[config.mk]
export PLATFORM = sky130hd
export DESIGN_NAME = serprog_loader
export DESIGN_NICKNAME = d
export VERILOG_FILES = /design/src/rtl/serprog_pkg.sv /design/src/rtl/serprog_sync.sv /design/src/rtl/serprog_shifter.sv /design/src/rtl/serprog_latches.sv /design/src/rtl/serprog_loader.sv
export SDC_FILE = /design/constraint.sdc
export NUM_CORES = 1
export LEC_CHECK = 0
export ABC_AREA = 1
export ABC_CLOCK_PERIOD_IN_PS = 2200
export BUFFER_PORTS_ARGS = -buffer_cell sky130_fd_sc_hd__buf_2
export CORE_MARGIN = 8
export CORE_UTILIZATION = 55
export DETAILED_ROUTE_END_ITERATION = 8
export PLACE_DENSITY = 0.83
export SLEW_MARGIN = 20
export SYNTH_ARGS = -nofsm -noshare
export SYNTH_HDL_FRONTEND = slang
export SYNTH_SLANG_ARGS = --single-unit
[constraint.sdc]
create_clock -name clk -period 2.2 [get_ports clk]
set_input_delay 0.11 -clock clk [delete_from_list [all_inputs] [get_ports clk]]
set_output_delay 0.11 -clock clk [all_outputs]
set_load 0.02 [all_outputs]
[src/rtl/serprog_pkg.sv]
package serprog_pkg;

    localparam int WORD_W = 20;
    localparam int ADDR_W = 2;
    localparam int A_W    = 6;
    localparam int B_W    = 7;
    localparam int R_W    = 5;
    localparam int F_W    = 18;

    localparam int A_LSB  = ADDR_W;
    localparam int B_LSB  = A_LSB + A_W;
    localparam int R_LSB  = ADDR_W;
    localparam int F_LSB  = ADDR_W;

    typedef enum logic [1:0] {
        TGT_DIV  = 2'd0,
        TGT_REF  = 2'd1,
        TGT_FUNC = 2'd2
    } tgt_e;

    typedef struct packed {
        logic [B_W-1:0] b;
        logic [A_W-1:0] a;
    } div_t;

    // Bit 0 alone selects the function word; bit 1 splits the dividers.
    function automatic tgt_e decode_addr(input logic [ADDR_W-1:0] ctl);
        if (ctl[0])      return TGT_FUNC;
        else if (ctl[1]) return TGT_REF;
        else             return TGT_DIV;
    endfunction

endpackage

[src/rtl/serprog_sync.sv]
module serprog_sync #(
    parameter int STAGES = 2,
    parameter int WIDTH  = 1
) (
    input  logic             clk,
    input  logic             rst,
    input  logic [WIDTH-1:0] async_i,
    output logic [WIDTH-1:0] sync_o
);
    logic [WIDTH-1:0] stg [STAGES];

    always_ff @(posedge clk) begin
        if (rst) stg[0] <= '0;
        else     stg[0] <= async_i;
    end

    for (genvar i = 1; i < STAGES; i++) begin : g_stage
        always_ff @(posedge clk) begin
            if (rst) stg[i] <= '0;
            else     stg[i] <= stg[i-1];
        end
    end

    assign sync_o = stg[STAGES-1];
endmodule

[src/rtl/serprog_shifter.sv]
module serprog_shifter
    import serprog_pkg::*;
(
    input  logic              clk,
    input  logic              rst,
    input  logic              shift_en,
    input  logic              bit_i,
    output logic [WORD_W-1:0] word_o
);
    logic [WORD_W-1:0] sr_q;

    always_ff @(posedge clk) begin
        if (rst)           sr_q <= '0;
        else if (shift_en) sr_q <= {sr_q[WORD_W-2:0], bit_i};
    end

    assign word_o = sr_q;
endmodule

[src/rtl/serprog_latches.sv]
module serprog_latches
    import serprog_pkg::*;
(
    input  logic              clk,
    input  logic              rst,
    input  logic              load,
    input  logic [WORD_W-1:0] word_i,
    output div_t              div_o,
    output logic [R_W-1:0]    ref_o,
    output logic [F_W-1:0]    func_o,
    output logic              div_wr_o,
    output logic              ref_wr_o,
    output logic              func_wr_o
);
    tgt_e tgt;
    div_t div_q;
    logic [R_W-1:0] ref_q;
    logic [F_W-1:0] func_q;
    logic div_wr_q, ref_wr_q, func_wr_q;

    assign tgt = decode_addr(word_i[ADDR_W-1:0]);

    always_ff @(posedge clk) begin
        if (rst) begin
            div_q     <= '0;
            ref_q     <= '0;
            func_q    <= '0;
            div_wr_q  <= 1'b0;
            ref_wr_q  <= 1'b0;
            func_wr_q <= 1'b0;
        end else begin
            div_wr_q  <= 1'b0;
            ref_wr_q  <= 1'b0;
            func_wr_q <= 1'b0;
            if (load) begin
                unique case (tgt)
                    TGT_DIV: begin
                        div_q.a  <= word_i[A_LSB +: A_W];
                        div_q.b  <= word_i[B_LSB +: B_W];
                        div_wr_q <= 1'b1;
                    end
                    TGT_REF: begin
                        ref_q    <= word_i[R_LSB +: R_W];
                        ref_wr_q <= 1'b1;
                    end
                    default: begin
                        func_q    <= word_i[F_LSB +: F_W];
                        func_wr_q <= 1'b1;
                    end
                endcase
            end
        end
    end

    assign div_o     = div_q;
    assign ref_o     = ref_q;
    assign func_o    = func_q;
    assign div_wr_o  = div_wr_q;
    assign ref_wr_o  = ref_wr_q;
    assign func_wr_o = func_wr_q;
endmodule

[src/rtl/serprog_loader.sv]
module serprog_loader
    import serprog_pkg::*;
#(
    parameter int SYNC_STAGES = 2
) (
    input  logic           clk,
    input  logic           rst,
    input  logic           ser_clk_i,
    input  logic           ser_dat_i,
    input  logic           ser_le_i,
    output logic [A_W-1:0] div_a_o,
    output logic [B_W-1:0] div_b_o,
    output logic [R_W-1:0] ref_div_o,
    output logic [F_W-1:0] func_o,
    output logic           div_wr_o,
    output logic           ref_wr_o,
    output logic           func_wr_o
);
    logic [2:0] pins_s;
    logic sclk_s, sdat_s, sle_s;
    logic sclk_d, sle_d;
    logic shift_en, load;
    logic [WORD_W-1:0] word;
    div_t div;

    serprog_sync #(.STAGES(SYNC_STAGES), .WIDTH(3)) u_sync (
        .clk     (clk),
        .rst     (rst),
        .async_i ({ser_le_i, ser_clk_i, ser_dat_i}),
        .sync_o  (pins_s)
    );

    assign {sle_s, sclk_s, sdat_s} = pins_s;

    always_ff @(posedge clk) begin
        if (rst) begin
            sclk_d <= 1'b0;
            sle_d  <= 1'b0;
        end else begin
            sclk_d <= sclk_s;
            sle_d  <= sle_s;
        end
    end

    assign shift_en = sclk_s & ~sclk_d;
    assign load     = sle_s & ~sle_d;

    serprog_shifter u_shift (
        .clk      (clk),
        .rst      (rst),
        .shift_en (shift_en),
        .bit_i    (sdat_s),
        .word_o   (word)
    );

    serprog_latches u_lat (
        .clk       (clk),
        .rst       (rst),
        .load      (load),
        .word_i    (word),
        .div_o     (div),
        .ref_o     (ref_div_o),
        .func_o    (func_o),
        .div_wr_o  (div_wr_o),
        .ref_wr_o  (ref_wr_o),
        .func_wr_o (func_wr_o)
    );

    assign div_a_o = div.a;
    assign div_b_o = div.b;
endmodule

==> key figures <==
Die
  • Core area: 0.00429 mm²
  • DIE AREA: around 0.0068 mm²
  • Row cnt: 24
  • Die Wd: 82.4 µm
  • Die height: approximately 80 µm
  • Io pins: 44
  • Initial Util: 0.564

Route
  • Routed Antenna Nets: 0
  • DRT Wirelength: slightly above 5000 µm
  • First drt pass iteration count: 4
  • Average wire per standard cell: 12.6 µm
  • DRC: 0
  • Vias: 2066
  • Post-DR vias/cell: roughly 5.1
  • Initial DRC count: 186

Clocking
  • Reg clk slew, reported paths: 0.07 ns
  • Sink Count: 67
  • Root Driver: clkbuf_8
  • Num CTS Buffers: 9
  • Number of H-tree levels: 3
  • Worst-skew pair later-pin latency: around 0.34 ns
  • CTS resizes: 0
  • Setup Buffers After CTS: 0
  • Clk buf depth: 2
  • CTS tree: yes

STA
  • Worst-margin pin slew: 0.899 ns
  • Fin crit period: 1.44 ns
  • Final setup fails: 0
  • Total negative slack: 0 ns
  • Part of the cycle the worst path needs: 0.653
  • RSZ-0062 raised after global routing: no
  • Final hold vios: 0
  • Max-slew violations: 0
  • F_max: 696 MHz
  • Slew headroom: 0.400
  • Clock skew: around 0.0088 ns

Yosys
  • Post-synthesis register bit count: 67
  • Synth cell types: 16
  • Synth area leaders: dfxtp_1 55%, a21oi_1 9.5%, nand3_1 7.4%
  • Area share of the largest cell type after synthesis: 0.554
  • Mapped Cells: 305
  • Register area share after synthesis: 0.554
  • Synthesized area: 0.00242 mm²
  • Largest area contributor in the netlist: dfxtp_1
  • Syn Nets: 310
  • YS warnings: 0
  • Avg Inst Size Synth: 7.94 µm²

Status
  • Outcome: complete, no violations

Global routing
  • Gr ovfl total: 0
  • First-pass GRT wire length: ~8000 µm
  • Pin count of the biggest net entering global routing: between 40 and 50
  • Tot GR Track Use: 0.153
  • Vias in the first global route: roughly 1.8k
  • Initial antenna violation count: 0

Finish
  • Final nets: between 300 and 400
  • Post-Layout Cell Count: 402
  • Share of layout cells above drive strength 1: 0.189
  • Syn-to-layout area delta: 18.0%
  • N_diodes: 0

Placement
  • Placed Instances: 383
  • Port bufs: between 40 and 50
  • Detail Placement HPWL: about 3400 µm
  • Routability Congestion: 0.815

Worst hold path
  • Min-delay worst type: input port to flop

Job
  • Max-cap violations: 0

Power and ir drop
  • Max VDD drop: 0.469 mV
  • P_leak: 1.23 nW
  • PD cells: 866 mW/mm²

Critical path
  • CP Class: flop to flop
  • R2r setup slk: 0.76 ns
  • Worst setup EP type: flop
  • Critical Path Fanout Max: 43
  • CP required: 2.46 ns
  • CP Launch Type: flop
  • Worst EP arrival: around 1.7 ns
-- state kept, by name, summed over array words and instances (netlist names) --
signal,flops
u_lat.func_wr_o,1
sclk_d,1
u_lat.div_wr_o,1
u_sync.stg,6
u_lat.func_o,18
u_lat.ref_o,5
u_shift.word_o,20
u_lat.div_o,13
sle_d,1
u_lat.ref_wr_o,1
-- layer usage --
metal	track usage	vias up	wire length, µm
met5	0	-	0
met4	0.109	0	78
met3	0.0433	10	344
met2	0.250	59	2430
met1	0.168	934	2200
li1	-	1063	-
-- metrics by stage --
stage / util / total power [mW] / hold slack [ns] / cell area, µm² / worst slack (ns)
after floorplan: - / 1.43 / 0.217 / 2420 / 1.16
after CTS: 0.666 / 2.49 / 0.230 / 2860 / 0.797
after detailed placement: 0.610 / 1.47 / 0.319 / 2620 / 0.825
after global placement: 0.610 / 1.47 / 0.316 / 2620 / 0.756
after global routing: 0.666 / 2.57 / 0.266 / 2860 / 0.667
final: 0.666 / 2.48 / 0.244 / 2860 / 0.763
-- repair_timing --
action	CTS	global route
hold buffers	3	0
endpoints found under the setup margin	0	0
hold endpoints to repair	3	0
-- worst max-delay path, stage by stage (launching register included) --
cell	delay, ns
dfxtp_1	0.40
inv_2	0.07
nor2_4	0.15
buf_4	0.39
nand3_1	0.15
a21oi_1	0.17
-- cells by family (layout without fill, tap and decap cells) --
family          after synthesis  in the layout  synth area share
flops                        67             67             0.554
compound gates               66             66             0.136
simple gates                124            124             0.221
buf+inv                      48             93            0.0888
-- cell usage after synthesis --
cell      instances
a21oi_1          46
buf_2            10
buf_4             2
buf_6             2
clkbuf_1          7
dfxtp_1          67
inv_1            26
inv_2             1
nand2_1          39
nand3_1          36
nand3_2           1
nor2_1           44
nor2_4            2
nor3_1            1
nor4_1            1
o21ai_0          20
-- worst paths after layout --
kind	start	to	cells after the start
setup / recovery	u_sync.stg[1][2]	u_lat.func_o[9]	5
hold / removal	rst	u_sync.stg[1][1]	3
setup reg to reg	u_sync.stg[1][2]	u_lat.func_o[9]	5
hold reg to reg	u_sync.stg[0][2]	u_sync.stg[1][2]	2
-- layout make-up --
cell class / count / area, µm²
Clock buffer: 16 / 210
Inverter: 27 / 101
Sequential cell: 67 / 1340
Fill cell: 356 / 1440
Timing Repair Buffer: 50 / 275
Multi-Input combinational cell: 190 / 866
Tap cell: 52 / 65.1
-- report_power, final --
part | leakage (nW) | switching [mW] | internal [mW]
Clock | 0.109 | 0.432 | 0.596
Sequential | 0.545 | 0.0262 | 1.25
Combinational | 0.575 | 0.116 | 0.0552
Total | 1.23 | 0.574 | 1.90
-- cells in the final DEF (no fill, tap or decap), drive strengths merged --
cell type / count
nor2: 46
buf: 47
nand2: 39
dlygate4sd3: 3
dfxtp: 67
clkbuf: 16
inv: 27
a21oi: 46
o21ai: 20
nand3: 37
nor4: 1
nor3: 1
Power figures use the tool's default switching activity.
